--- src/rtl/cq_pkg.sv ---
package cq_pkg;

    localparam int WORD_W = 32;

    typedef enum logic [2:0] {
        CS_STAT_RD,
        CS_STAT_CHK,
        CS_PAY_RD,
        CS_PAY_GET,
        CS_OUT
    } cq_cstate_e;

    function automatic logic [15:0] fold32(input logic [WORD_W-1:0] w);
        return w[31:16] ^ w[15:0];
    endfunction

endpackage

--- src/rtl/cq_writer.sv ---
module cq_writer #(
    parameter int DEPTH     = 1024,
    parameter int PAY_WORDS = 2,
    parameter int IDX_W     = 32,
    localparam int SLOT_W   = $clog2(DEPTH),
    localparam int STRIDE_W = $clog2(PAY_WORDS + 1),
    localparam int ADDR_W   = SLOT_W + STRIDE_W,
    localparam int PAY_W    = PAY_WORDS * cq_pkg::WORD_W
) (
    input  logic              clk,
    input  logic              rst_n,
    input  logic              room,
    input  logic              in_valid,
    output logic              in_ready,
    input  logic [PAY_W-1:0]  in_data,
    output logic              wr_valid,
    input  logic              wr_ready,
    output logic [ADDR_W-1:0] wr_addr,
    output logic [31:0]       wr_data,
    output logic [IDX_W-1:0]  prod_idx
);
    localparam logic [STRIDE_W-1:0] STAT_WORD = STRIDE_W'(PAY_WORDS);
    localparam logic [SLOT_W-1:0]   LAST_SLOT = SLOT_W'(DEPTH - 1);

    typedef struct packed {
        logic                busy;
        logic [STRIDE_W-1:0] word;
        logic [PAY_W-1:0]    data;
        logic [SLOT_W-1:0]   slot;
        logic                ent_phase;
        logic                phase;
        logic [IDX_W-1:0]    prod;
    } wst_t;

    wst_t st_d, st_q;
    logic [31:0] pay_word;
    logic [15:0] fold;

    always_comb begin
        st_d     = st_q;
        in_ready = !st_q.busy && room;
        if (st_q.busy && wr_ready) begin
            if (st_q.word == STAT_WORD) begin
                st_d.busy = 1'b0;
            end else begin
                st_d.word = st_q.word + 1'b1;
            end
        end
        if (in_valid && in_ready) begin
            st_d.busy      = 1'b1;
            st_d.word      = '0;
            st_d.data      = in_data;
            st_d.slot      = st_q.prod[SLOT_W-1:0];
            st_d.ent_phase = st_q.phase;
            st_d.prod      = st_q.prod + 1'b1;
            if (st_q.prod[SLOT_W-1:0] == LAST_SLOT) begin
                st_d.phase = ~st_q.phase;
            end
        end
    end

    always_comb begin
        pay_word = '0;
        fold     = '0;
        for (int w = 0; w < PAY_WORDS; w++) begin
            fold = fold ^ cq_pkg::fold32(st_q.data[w*32 +: 32]);
            if (st_q.word == STRIDE_W'(w)) begin
                pay_word = st_q.data[w*32 +: 32];
            end
        end
    end

    assign wr_valid = st_q.busy;
    assign wr_addr  = {st_q.slot, st_q.word};
    assign wr_data  = (st_q.word == STAT_WORD) ? {fold, 15'b0, st_q.ent_phase} : pay_word;
    assign prod_idx = st_q.prod;

    always_ff @(posedge clk or negedge rst_n) begin
        if (!rst_n) begin
            st_q       <= '0;
            st_q.phase <= 1'b1;
        end else begin
            st_q <= st_d;
        end
    end

endmodule

--- src/rtl/cq_consumer.sv ---
module cq_consumer #(
    parameter int DEPTH     = 1024,
    parameter int PAY_WORDS = 2,
    parameter int IDX_W     = 32,
    localparam int SLOT_W   = $clog2(DEPTH),
    localparam int STRIDE_W = $clog2(PAY_WORDS + 1),
    localparam int ADDR_W   = SLOT_W + STRIDE_W,
    localparam int PAY_W    = PAY_WORDS * cq_pkg::WORD_W
) (
    input  logic              clk,
    input  logic              rst_n,
    output logic              rd_en,
    output logic [ADDR_W-1:0] rd_addr,
    input  logic [31:0]       rd_data,
    output logic              out_valid,
    input  logic              out_ready,
    output logic [PAY_W-1:0]  out_data,
    output logic              out_err,
    output logic [IDX_W-1:0]  cons_idx,
    output logic              exp_phase
);
    import cq_pkg::*;

    localparam logic [STRIDE_W-1:0] STAT_WORD = STRIDE_W'(PAY_WORDS);
    localparam logic [STRIDE_W-1:0] LAST_PAY  = STRIDE_W'(PAY_WORDS - 1);
    localparam logic [SLOT_W-1:0]   LAST_SLOT = SLOT_W'(DEPTH - 1);

    typedef struct packed {
        cq_cstate_e          state;
        logic [STRIDE_W-1:0] word;
        logic [PAY_W-1:0]    data;
        logic [15:0]         sfold;
        logic [IDX_W-1:0]    cons;
        logic                phase;
    } cst_t;

    cst_t st_d, st_q;
    logic [SLOT_W-1:0] head;
    logic [15:0] calc_fold;

    assign head = st_q.cons[SLOT_W-1:0];

    always_comb begin
        st_d      = st_q;
        rd_en     = 1'b0;
        rd_addr   = {head, STAT_WORD};
        out_valid = 1'b0;
        case (st_q.state)
            CS_STAT_RD: begin
                rd_en      = 1'b1;
                st_d.state = CS_STAT_CHK;
            end
            CS_STAT_CHK: begin
                if (rd_data[0] == st_q.phase) begin
                    st_d.sfold = rd_data[31:16];
                    st_d.word  = '0;
                    st_d.state = CS_PAY_RD;
                end else begin
                    st_d.state = CS_STAT_RD;
                end
            end
            CS_PAY_RD: begin
                rd_en      = 1'b1;
                rd_addr    = {head, st_q.word};
                st_d.state = CS_PAY_GET;
            end
            CS_PAY_GET: begin
                for (int w = 0; w < PAY_WORDS; w++) begin
                    if (st_q.word == STRIDE_W'(w)) begin
                        st_d.data[w*32 +: 32] = rd_data;
                    end
                end
                if (st_q.word == LAST_PAY) begin
                    st_d.state = CS_OUT;
                end else begin
                    st_d.word  = st_q.word + 1'b1;
                    st_d.state = CS_PAY_RD;
                end
            end
            CS_OUT: begin
                out_valid = 1'b1;
                if (out_ready) begin
                    st_d.cons  = st_q.cons + 1'b1;
                    st_d.state = CS_STAT_RD;
                    if (head == LAST_SLOT) begin
                        st_d.phase = ~st_q.phase;
                    end
                end
            end
            default: st_d.state = CS_STAT_RD;
        endcase
    end

    always_comb begin
        calc_fold = '0;
        for (int w = 0; w < PAY_WORDS; w++) begin
            calc_fold = calc_fold ^ fold32(st_q.data[w*32 +: 32]);
        end
    end

    assign out_data  = st_q.data;
    assign out_err   = (calc_fold != st_q.sfold);
    assign cons_idx  = st_q.cons;
    assign exp_phase = st_q.phase;

    always_ff @(posedge clk or negedge rst_n) begin
        if (!rst_n) begin
            st_q       <= '0;
            st_q.state <= CS_STAT_RD;
            st_q.phase <= 1'b1;
        end else begin
            st_q <= st_d;
        end
    end

endmodule

--- src/rtl/cq_phase_ring.sv ---
module cq_phase_ring #(
    parameter int DEPTH     = 1024,
    parameter int PAY_WORDS = 2,
    parameter int IDX_W     = 32,
    localparam int SLOT_W   = $clog2(DEPTH),
    localparam int STRIDE_W = $clog2(PAY_WORDS + 1),
    localparam int ADDR_W   = SLOT_W + STRIDE_W,
    localparam int PAY_W    = PAY_WORDS * 32
) (
    input  logic              clk,
    input  logic              rst_n,
    input  logic              cpl_valid,
    output logic              cpl_ready,
    input  logic [PAY_W-1:0]  cpl_data,
    output logic              mem_wr_valid,
    input  logic              mem_wr_ready,
    output logic [ADDR_W-1:0] mem_wr_addr,
    output logic [31:0]       mem_wr_data,
    output logic              rd_en,
    output logic [ADDR_W-1:0] rd_addr,
    input  logic [31:0]       rd_data,
    output logic              out_valid,
    input  logic              out_ready,
    output logic [PAY_W-1:0]  out_data,
    output logic              out_err
);
    logic [IDX_W-1:0] prod_idx;
    logic [IDX_W-1:0] cons_idx;
    logic             cons_phase;
    logic             room;

    assign room = (prod_idx - cons_idx) != IDX_W'(DEPTH);

    cq_writer #(.DEPTH(DEPTH), .PAY_WORDS(PAY_WORDS), .IDX_W(IDX_W)) u_writer (
        .clk      (clk),
        .rst_n    (rst_n),
        .room     (room),
        .in_valid (cpl_valid),
        .in_ready (cpl_ready),
        .in_data  (cpl_data),
        .wr_valid (mem_wr_valid),
        .wr_ready (mem_wr_ready),
        .wr_addr  (mem_wr_addr),
        .wr_data  (mem_wr_data),
        .prod_idx (prod_idx)
    );

    cq_consumer #(.DEPTH(DEPTH), .PAY_WORDS(PAY_WORDS), .IDX_W(IDX_W)) u_consumer (
        .clk       (clk),
        .rst_n     (rst_n),
        .rd_en     (rd_en),
        .rd_addr   (rd_addr),
        .rd_data   (rd_data),
        .out_valid (out_valid),
        .out_ready (out_ready),
        .out_data  (out_data),
        .out_err   (out_err),
        .cons_idx  (cons_idx),
        .exp_phase (cons_phase)
    );

endmodule

--- config.mk ---
export PLATFORM = sky130hd
export DESIGN_NAME = cq_phase_ring
export DESIGN_NICKNAME = d
export VERILOG_FILES = /design/src/rtl/cq_pkg.sv /design/src/rtl/cq_writer.sv /design/src/rtl/cq_consumer.sv /design/src/rtl/cq_phase_ring.sv
export SDC_FILE = /design/constraint.sdc
export NUM_CORES = 1
export LEC_CHECK = 0
export BUFFER_PORTS_ARGS = -buffer_cell sky130_fd_sc_hd__clkbuf_2
export CAP_MARGIN = 20
export CORE_MARGIN = 5
export CORE_UTILIZATION = 40
export CTS_BUF_LIST = sky130_fd_sc_hd__clkbuf_4
export DETAILED_ROUTE_END_ITERATION = 8
export PLACE_DENSITY = 0.68
export SLEW_MARGIN = 10
export SYNTH_ARGS = -nofsm -noshare
export SYNTH_HDL_FRONTEND = slang
export SYNTH_SLANG_ARGS = --single-unit
--- constraint.sdc ---
create_clock -name clk -period 3.55 [get_ports clk]
set_input_delay 0.71 -clock clk [delete_from_list [all_inputs] [get_ports clk]]
set_output_delay 0.71 -clock clk [all_outputs]
set_load 0.05 [all_outputs]
Word level (Yosys, flattened, before mapping) --
Index checks and enable logic that the tools add are counted.
Cells by class: add/sub/neg operators 5, eq/ne operators 16, mux-type cells 18, bitwise gates (word level) 8, reduce and logical (&&, ||, !) cells 20
Operator list (count):
- 111-bit two-way mux | 1
- 32-bit two-way mux | 3
- 16-bit XOR | 6
- 32-bit by 1-bit adder with 32-bit output (second input constant) | 2
- 32-bit by 11-bit != test with 1-bit output (second input constant) | 1
- 32-bit subtractor | 1
- 10-bit equality test (second input constant) | 2
- 16-bit != test | 1
- 3-bit case mux with 5 select lines | 1
- 2-bit AND reduction | 7
- 2-bit two-way mux | 5
- 3-bit two-way mux | 3
- 3-bit by 2-bit equality test with 1-bit output (second input constant) | 2
- 3-bit AND reduction | 2
- 2-bit nonzero test | 3
- 2-bit by 1-bit adder with 2-bit output (second input constant) | 2
- 2-bit by 1-bit equality test with 1-bit output (second input constant) | 2
- 2-bit logical NOT | 2
- 1-bit two-way mux | 4
- 2-bit by 1-bit != test with 1-bit output (second input constant) | 2
- 2-bit != test (second input constant) | 2
- 2-bit case mux with 2 select lines | 1
- 3-bit by 1-bit equality test with 1-bit output (second input constant) | 1
- 3-bit equality test (second input constant) | 1
- 7 further kinds | 10
Word-level totals: flip-flop bits (word level) 229, bits of input ports 101, output and inout port bits 125

Longest topological paths before layout --
Gate-level depths: netlist (run 1).
word-level depth 6, gate-level depth with buffers 16, gate-level depth less buffers 13

Cells and area by module --
Synthesis (run 1) repeated with hierarchy kept, for this count alone.
Second synthesis, totals: cell total of the unflattened synthesis 1463, area total of the unflattened synthesis 13950.9 um2
Modules (own cells, without submodules):
- cq_consumer | instances 1, cells each 495, area an instance 6087.1 um2, sequential area each 2954.1 um2
- cq_writer | instances 1, cells each 641, area an instance 5736.8 um2, sequential area each 2778.9 um2
- cq_phase_ring | instances 1, cells each 327, area an instance 2127.0 um2, sequential area each 0.0 um2

Worst setup path after synthesis (run 1) --
OpenSTA, ideal clock, no wires.
path type reg2out, from register u_consumer.st_q, in the netlist u_consumer.cons_idx[4], to output port cpl_ready, arrival time 3546 ps, data required time 2840 ps, setup slack -706 ps, stages on the path, launching flop included 16, path buffers 3, cell sequence dfrtp_1 > inv_1 > ha_1 > buf_2 > a21o_1 > a311o_1 > o21ai_1 > a211oi_1 > or4_1 > o211ai_1 > nor4_1 > nand4_2 > nor3_4 > buf_6 > buf_4 > nor2_1
On the way: longest elaborated chain between the ends 3
Ends and longest elaborated chain:
- start, declared | RTL line cq_consumer.sv:37 | cst_t st_d, st_q;
- start signal, assigned | RTL line cq_consumer.sv:112 | st_q <= st_d;
- 32-bit subtractor | RTL line cq_phase_ring.sv:32 | assign room = (prod_idx - cons_idx) != IDX_W'(DEPTH);
- 32-bit by 11-bit != test with 1-bit output | RTL line cq_phase_ring.sv:32
- 1-bit logical AND | RTL line cq_writer.sv:41 | in_ready = !st_q.busy && room;
- end, declared | RTL line cq_phase_ring.sv:13 | output logic cpl_ready,
No other way between the ends.

Worst setup path after layout (run 1) --
from register u_writer.st_q, in the netlist u_writer.prod_idx[22], to output port cpl_ready
On the way: longest elaborated chain between the ends 3
Ends and longest elaborated chain:
- start, declared | RTL line cq_writer.sv:35 | wst_t st_d, st_q;
- start signal, assigned | RTL line cq_writer.sv:83 | st_q <= st_d;
- 32-bit subtractor | RTL line cq_phase_ring.sv:32
- 32-bit by 11-bit != test with 1-bit output | RTL line cq_phase_ring.sv:32
- 1-bit logical AND | RTL line cq_writer.sv:41
No other way between the ends.

==> reports/summary.md, run 1 <==
Summed over all nets, the switching power comes to 7.90 mW. The total clock sinks is 229, and the number of nets at the end of the flow is 1,931. Yosys mapped a number of flops with a built-in enable equal to 0. The clock transition at the registers of the reported paths was 60 ps; the sequential-to-total area share from yosys stat was 0.414.

The tools report the clock network power share as 0.138. The maximum level of the CTS H-tree is 2. The die is 196 um wide. The initial core utilization is 0.403. Yosys attributes the largest share of cell area to sky130_fd_sc_hd__dfrtp_1 (41%), sky130_fd_sc_hd__xnor2_1 (9.4%), sky130_fd_sc_hd__mux2_1 (5.9%). For the global-route usage over all layers, the log shows 0.192.

Switching share of power: 0.481. TritonCTS built the clock tree. The worst hold path belongs to the class input port to asynchronous set/reset pin. On the final layout, the worst clock skew is 62.6 ps. The core region is 34,400 um2. The final reports fail on setup timing. The first global-routing pass estimated 60,900 um of wire. Buffer type at the clock tree root: sky130_fd_sc_hd__clkbuf_4. The count of hold buffers inserted by post-cts repair was 0; the total vias in the final route was 11,800.

Counting along the longest clock path gives a buffer depth of 3. Of all cell types, the one taking the most synthesized area is sky130_fd_sc_hd__dfrtp_1. The summed instance area of the synthesized netlist was 13,800 um2. Among all flip-flop cells after synthesis, the most frequent one is sky130_fd_sc_hd__dfrtp_1.

The depth of the most critical reg-to-reg path works out to 18. The endpoint class of the critical path is an output pin. Fraction of layout instances using a drive strength above 1: 0.456. The run gives 0.277 as the share of power burned in registers. Synthesis handed over a netlist of 1,390 instances. The share of power burned in combinational logic is 0.585, and the full die area is 38,400 um2. Entering global routing, the biggest net connects 92 pins.

After detailed routing, the total wire length is 41,000 um. The initialized floorplan defines 68 standard-cell rows. The part of the cycle the worst path needs was 1.27. The relative slew slack is 0.464, and the arrival time at the worst endpoint is 3810 ps. The routability congestion estimate is 0.947, and the highest fanout seen on the critical path is 3. The tools report the number of endpoints with negative hold slack in the final report as 0.

The most critical setup path has its endpoint at cpl_ready. The number of clock buffers added by TritonCTS is 59. Setup violations remaining at the end of the flow were counted as 104. Launching element of the worst setup path: u_writer.prod_idx[22]. The leakage power of the design was 8.76 nW.

The via count of the first global-routing pass was 11,700. IR analysis of the VDD net gives a maximum drop of 0.813 mV. The endpoint identified for the worst register-to-register timing path is u_writer.st_q[65]. Setup repair after global routing could not meet its margin everywhere. The type of element launching the critical path was a flop. The detailed-placement wirelength estimate is 29,400 um, and the post-route antenna net violation count is 0. Dividing the detail-routed via count by the number of cells gives 5.15. The flow ran to the end, but the final reports show violations. The worst setup path is of the flop to output pin kind. The measured slew at the worst slew-check pin works out to 801 ps. The tools report the number of antenna violations at the first check in global routing as 1. Yosys mapped the design onto 74 distinct sky130hd cell types. The share of synthesized flip-flops with an asynchronous set or reset is 1.00.

The iteration-0 DRC count of the detailed router was 627; the total of warnings raised by yosys was 0. Synthesized net count: 1,529. 226 I/O pins were placed. Across the run, the number of max-cap violations was 0. The synthesized design contains 229 register bits.

The tools report the post-layout worst setup margin as -971 ps. The maximum operating frequency was 0.221 GHz. The tools report the reg-to-reg startpoint as u_writer.prod_idx[22]. Critical path required time: 2840 ps.

The average instance in the mapped netlist occupies 9.96 um2. The layout-stage area growth over the synthesis result is 35.3%, and the core occupancy in the finished layout is 0.545. The run gives 0 as the max-slew violation total from the final report. At the later pin of the worst-skew pair, clock insertion delay measures 730 ps. The top-area cell type share of the netlist area works out to 0.410. The die is 196 um tall. The clock period minus worst slack came out at 4520 ps. Setup slack on the worst reg-to-reg path comes out at -520 ps. The average wire length per cell after detail routing was 17.9 um; the overall power was 16.4 mW. The internal power contribution is 8.52 mW, and the count of input and output buffers is 225. For this run, design rule violations remaining after detail routing come to 0. Power spread over the standard cell area amounts to 877 nW/um2. The run gives 5 as the count of TritonRoute iterations in the first routing pass. The aggregate global routing overflow is 0.
==> cell families after synthesis <==
group,count (synthesis),synth area share
AO/OA/AOI/OAI,192,0.0931
XOR/XNOR,184,0.116
adder cells (fa/ha/maj),38,0.0344
buffers and inverters,194,0.0826
flip-flops,229,0.414
multiplexers,143,0.116
AND/OR/NAND/NOR,410,0.143
==> worst min path at each step <==
stage | start | endpoint | slack (ps) | cells past startpoint
floorplan | rst_n | u_consumer.cons_idx[0] | 410 | 0
global placement | u_writer.wr_addr[11] | u_writer.wr_addr[11] | 470 | 1
detailed placement | u_writer.wr_addr[11] | u_writer.wr_addr[11] | 480 | 1
CTS | rst_n | u_writer.prod_idx[15] | 10 | 1
global route | rst_n | u_writer.st_q[66] | 20 | 1
finish | rst_n | u_writer.st_q[66] | 20 | 1
==> flip-flops by register name, indices dropped and copies added (netlist names) <==
signal                flops
u_consumer.exp_phase      1
u_consumer.out_data      64
u_writer.st_q            66
u_consumer.st_q          21
u_writer.prod_idx        32
u_writer.wr_addr         12
u_writer.wr_valid         1
u_consumer.cons_idx      32
==> layout by cell type, fill, tap and decap left out, types with 8 or more instances in the layout <==
cell / n
sky130_fd_sc_hd__buf_6: 16
sky130_fd_sc_hd__mux2_4: 75
sky130_fd_sc_hd__ha_4: 13
sky130_fd_sc_hd__and3_1: 15
sky130_fd_sc_hd__ha_1: 23
sky130_fd_sc_hd__buf_4: 224
sky130_fd_sc_hd__clkinv_1: 16
sky130_fd_sc_hd__o21bai_1: 8
sky130_fd_sc_hd__nor2_1: 91
sky130_fd_sc_hd__xor2_1: 35
sky130_fd_sc_hd__xnor2_1: 145
sky130_fd_sc_hd__nor3_1: 17
sky130_fd_sc_hd__nand3_1: 33
sky130_fd_sc_hd__nand4_1: 25
sky130_fd_sc_hd__nand2_1: 137
sky130_fd_sc_hd__clkbuf_4: 85
sky130_fd_sc_hd__a21oi_2: 10
sky130_fd_sc_hd__a21oi_1: 58
sky130_fd_sc_hd__buf_12: 10
sky130_fd_sc_hd__clkbuf_2: 223
sky130_fd_sc_hd__inv_2: 8
sky130_fd_sc_hd__nor2_4: 8
sky130_fd_sc_hd__nor4_1: 13
sky130_fd_sc_hd__a21o_1: 8
sky130_fd_sc_hd__dfrtp_1: 226
sky130_fd_sc_hd__o21a_1: 10
sky130_fd_sc_hd__mux2_2: 65
sky130_fd_sc_hd__a211oi_1: 21
sky130_fd_sc_hd__inv_1: 39
sky130_fd_sc_hd__o21ai_0: 8
==> critical path, cell delays in order, from the launching register on <==
cell                        delay [ps]
sky130_fd_sc_hd__dfrtp_1           400
sky130_fd_sc_hd__ha_1              320
sky130_fd_sc_hd__nand4_1           180
sky130_fd_sc_hd__or3_1             400
sky130_fd_sc_hd__o32ai_1           160
sky130_fd_sc_hd__a31oi_2            70
sky130_fd_sc_hd__buf_4             150
sky130_fd_sc_hd__a21oi_2           160
sky130_fd_sc_hd__a211oi_2           60
sky130_fd_sc_hd__buf_4             150
sky130_fd_sc_hd__a2111oi_4         350
sky130_fd_sc_hd__nand4_2           160
sky130_fd_sc_hd__nor3_4            290
sky130_fd_sc_hd__nor2_4             50
sky130_fd_sc_hd__buf_8             170
==> stage by stage <==
step / hold WS [ps] / TNS, ps / instance area [um2] / cells / setup slack [ps]
after detailed placement: 476 / -61900 / 16400 / 2151 / -680
after global routing: 23.3 / -49930 / 18700 / 2291 / -1100
after global placement: 471 / -56340 / 16400 / 2151 / -633
final: 16.8 / -42620 / 18700 / 2291 / -971
after floorplan: 414 / -306 / 13900 / 1390 / -306
after CTS: 10.0 / -41640 / 17500 / 2266 / -1060
==> cell usage after synthesis (all sizes together), types with 3 or more instances <==
library cell and number:
nor2 101, o21a 11, o21ai 16, or4b 5, o31ai 3, inv 46, o22ai 4, nor4b 4
o2111ai 4, a21o 8, and2 5, nand3 33, xnor2 149, nor4 22, buf 116, nand4 26
o211ai 6, nor2b 5, mux2 140, or2 3, a2111oi 5, xor2 35, nand3b 5, or4 3
or3 6, ha 38, o21bai 8, dfrtp 227, a211oi 26, and3 16, clkbuf 30, a31oi 7
a21oi 70, nand2 139, nor3 26, mux2i 3, nand2b 6
==> power by group through the flow <==
stage	sequential (mW)	combinational, mW	clock, mW
after global routing	4.67	10.2	2.46
after global placement	4.48	8.58	0
after CTS	4.49	8.96	2.33
final	4.55	9.61	2.26
after detailed placement	4.53	8.73	0
after floorplan	4.30	7.38	0
==> per-layer routing <==
metal	part of all wire	track usage
met1	0.42	0.247
met2	0.48	0.329
met3	0.061	0.0373
met4	0.033	0.0582
met5	0	0
==> layout make-up <==
cell class | count | area (um2)
Inverter | 48 | 180
Clock buffer | 85 | 638
Multi-Input combinational cell | 967 | 8040
Antenna cell | 1 | 2.50
Timing Repair Buffer | 487 | 3460
Fill cell | 2953 | 15700
Tap cell | 455 | 569
Sequential cell | 229 | 5730
Clock inverter | 19 | 105
==> repair_timing <==
action,CTS,global route
cloned,0,7
setup buffers,11,20
pin swaps,18,56
resized for setup,45,192
setup endpoints to repair,112,112
Power figures use the tool's default switching activity.
==> run 2, diff against run 1 <==
--- a/config.mk
+++ b/config.mk
@@ -11,7 +11,7 @@
 export CORE_UTILIZATION = 40
 export CTS_BUF_LIST = sky130_fd_sc_hd__clkbuf_4
 export DETAILED_ROUTE_END_ITERATION = 8
-export PLACE_DENSITY = 0.68
+export PLACE_DENSITY = 0.66
 export SLEW_MARGIN = 10
 export SYNTH_ARGS = -nofsm -noshare
 export SYNTH_HDL_FRONTEND = slang
==> constraint.sdc (replaced) <==
create_clock -name clk -period 5.37 [get_ports clk]
set_input_delay 1.074 -clock clk [delete_from_list [all_inputs] [get_ports clk]]
set_output_delay 1.074 -clock clk [all_outputs]
set_load 0.05 [all_outputs]
==> run 2 against run 1 <==
The flow now finishes without violations. Global-route usage shrank 1.4 points. Cell area fell by 16%. First-iteration DRC count is 18% lower. Die area unchanged. Sequential cell count unchanged. Routed wire length down 15%. Sequential share of layout area is 6.0 points higher. Via count is 9.9% lower. Largest power group unchanged.
==> reports/summary.md, run 2 (synthesis gave the netlist of run 1 again) <==
The tools report the final design instance area without fill as 15,700 um2. The die covers 38,400 um2. The run gives 0.883 as the routability congestion estimate. The run gives 0 as the aggregate global routing overflow. The number of nets at the end of the flow was 1,684; the part of the cycle the worst path needs was 0.952. The run gives 0 as the max-slew violation total from the final report. Entering global routing, the biggest net connects 113 pins. For this block, the routed nets add up to 34,800 um of wire.

The clock passes through at most 3 buffers. The filler cells instantiated in the layout total 3,308. At the pin with the least slew margin, the transition time is 1000 ps. The register name with the most flops was u_writer.st_q.

Setup repair after global routing left no endpoint under its margin. Based on the critical path, the design can be clocked at up to 0.196 GHz. The tool flagged a number of max-cap violations equal to 0. The share of power burned in combinational logic is 0.559. The switching share of power is 0.493. The tools report the number of failing setup endpoints in the final timing report as 0.

The run finished with clean final reports. The chip height is 196 um, and the via count of the first global-routing pass is 10,700. Across all register-to-register paths, the minimum setup slack is 1110 ps. The iteration-0 DRC count of the detailed router was 516.

The cell total after placement came out at 1,936. The run gives 10,600 as the total vias in the final route. The switching power came out at 4.93 mW. The tightest min-delay check is of the input port to asynchronous set/reset pin type.

The post-layout worst setup margin came out at 256 ps. CTS built an H-tree with a depth of 2. Summed over all nets, the half-perimeter wirelength after detailed placement is 26,000 um. STA classifies the critical path startpoint as a flop. The run gives 7 as the count of TritonRoute iterations in the first routing pass. Clock tree synthesis inserted a total of 58 buffers. At the worst endpoint, the required time is 4300 ps. The tools report the clock insertion delay at the later pin of the skew report as 740 ps. Registers take 5730 um2. The multi-input combinational cells in the finished layout cover a total of 7140 um2.

The leakage power of the design is 7.13 nW, and the flip-flop count of the largest register after layout is 66. The number of antenna violations at the first check in global routing was 1. IR analysis of the VDD net gives a maximum drop of 0.449 mV. The run gives 0 as the number of endpoints with negative hold slack in the final report.

The overall power was 10.0 mW; the count of input and output buffers was 225. The tools report the global-route usage over all layers as 0.179. The root buffer cell chosen for the clock tree is sky130_fd_sc_hd__clkbuf_4. The tools report the initial core utilization as 0.403. After detailed routing, the number of remaining DRC violations is 0. The run gives 56,900 um as the wire length of the first global-routing pass.

After floorplanning, the core was sized to cover 34,400 um2. For the final routed database, the setup TNS stands at 0 ps. Layout-stage area growth over the synthesis result: 13.2%. The finished layout holds 2,051 standard cells, fillers aside. The clock net in this run drives a total of 229 sinks.

The critical path in this run is classified as flop to output pin. TritonCTS built the clock tree. The endpoint class of the critical path was an output pin.

Prior to clock tree synthesis, the placed netlist has a worst setup slack of 366 ps. The clock network power share was 0.147; the relative slew slack was 0.332. After clock tree synthesis, the clock-pin slew on the worst setup and hold paths is 80 ps. The floorplan step set the die width to 196 um.

In the layout the commonest cells are sky130_fd_sc_hd__dfrtp_1 (226), sky130_fd_sc_hd__clkbuf_2 (223), sky130_fd_sc_hd__xnor2_1 (149). Fraction of layout instances using a drive strength above 1: 0.274. The post-route antenna net violation count is 0, and the average wire length per cell after detail routing is 17.0 um. Share of power burned in registers: 0.294. Of all nets on the critical path, the largest fanout is 8. The internal power contribution is 5.07 mW. The launching element of the worst setup path was u_writer.prod_idx[16]. At the worst endpoint, the arrival time is 4040 ps. The tools report the number of I/O pins as 226. The clock skew after layout came out at 66.9 ps.

Leaving out fill and tap cells, the most frequent cell in the layout is sky130_fd_sc_hd__dfrtp_1. The floorplan has 68 rows. The worst path in the final design needs a cycle of 5110 ps, including I/O delays and setup. The power per cell area came out at 639 nW/um2. In the routed layout, each cell is associated on average with a via count of 5.19. The placed instances occupy a cell area of 14,700 um2. The worst register-to-register path begins at u_writer.prod_idx[16].
## run 2: per-stage QoR
step	util	hold WS, ps
3_5_place_dp	0.428	465
4_1_cts	0.450	406
6_report	0.456	441
3_3_place_gp	0.427	462
5_1_grt	0.456	439
2_1_floorplan	-	445
## run 2: what timing repair did
item,CTS,global route
endpoints found under the setup margin,1,1
pin swaps,2,3
resized for setup,13,25
setup buffers,1,2
hold buffers,0,0
## run 2: critical path, cell delays in order, from the launching register on
cell                      delay [ps]
sky130_fd_sc_hd__dfrtp_1         470
sky130_fd_sc_hd__ha_1            460
sky130_fd_sc_hd__a21oi_2         290
sky130_fd_sc_hd__o21ai_0         230
sky130_fd_sc_hd__nand2_1         170
sky130_fd_sc_hd__nor2_1           50
sky130_fd_sc_hd__or4_1           540
sky130_fd_sc_hd__nor4_1          250
sky130_fd_sc_hd__and4b_1         270
sky130_fd_sc_hd__nand4_2         130
sky130_fd_sc_hd__nor3_4          160
sky130_fd_sc_hd__nor2_1           60
sky130_fd_sc_hd__buf_2           220
## run 2: path summary, 6_finish.rpt
check,to,cells after the start
setup / recovery,cpl_ready,12
hold / removal,u_writer.st_q[59],1
setup reg to reg,u_writer.st_q[72],14
hold reg to reg,u_consumer.cons_idx[22],1
max in group asynchronous,u_consumer.st_q[36],2
min in group clk,u_consumer.cons_idx[22],1
## run 2: final cells by class
class                      count  area share
clock buffer                  82      0.0393
tap                          455      0.0363
multi-input combinational    967       0.456
sequential                   229       0.366
antenna                        4    0.000639
inverter                      48      0.0115
clock inverter                25     0.00799
timing repair buffer         241      0.0823
## run 2: power by group through the flow
stage / clock network [mW] / registers, mW / logic (mW)
after floorplan: 0 / 2.84 / 4.86
after global placement: 0 / 2.94 / 5.49
after detailed placement: 0 / 2.98 / 5.57
after CTS: 1.55 / 2.95 / 5.59
after global routing: 1.63 / 3.04 / 6.01
final: 1.47 / 2.94 / 5.59
## run 2: metal layers
layer | track usage | vias to the layer above | wire [um]
met1 | 0.233 | 5162 | 15000
met2 | 0.298 | 306 | 16800
met3 | 0.0369 | 58 | 2150
li1 | - | 5115 | -
met5 | 0 | - | 0
met4 | 0.0564 | 0 | 833
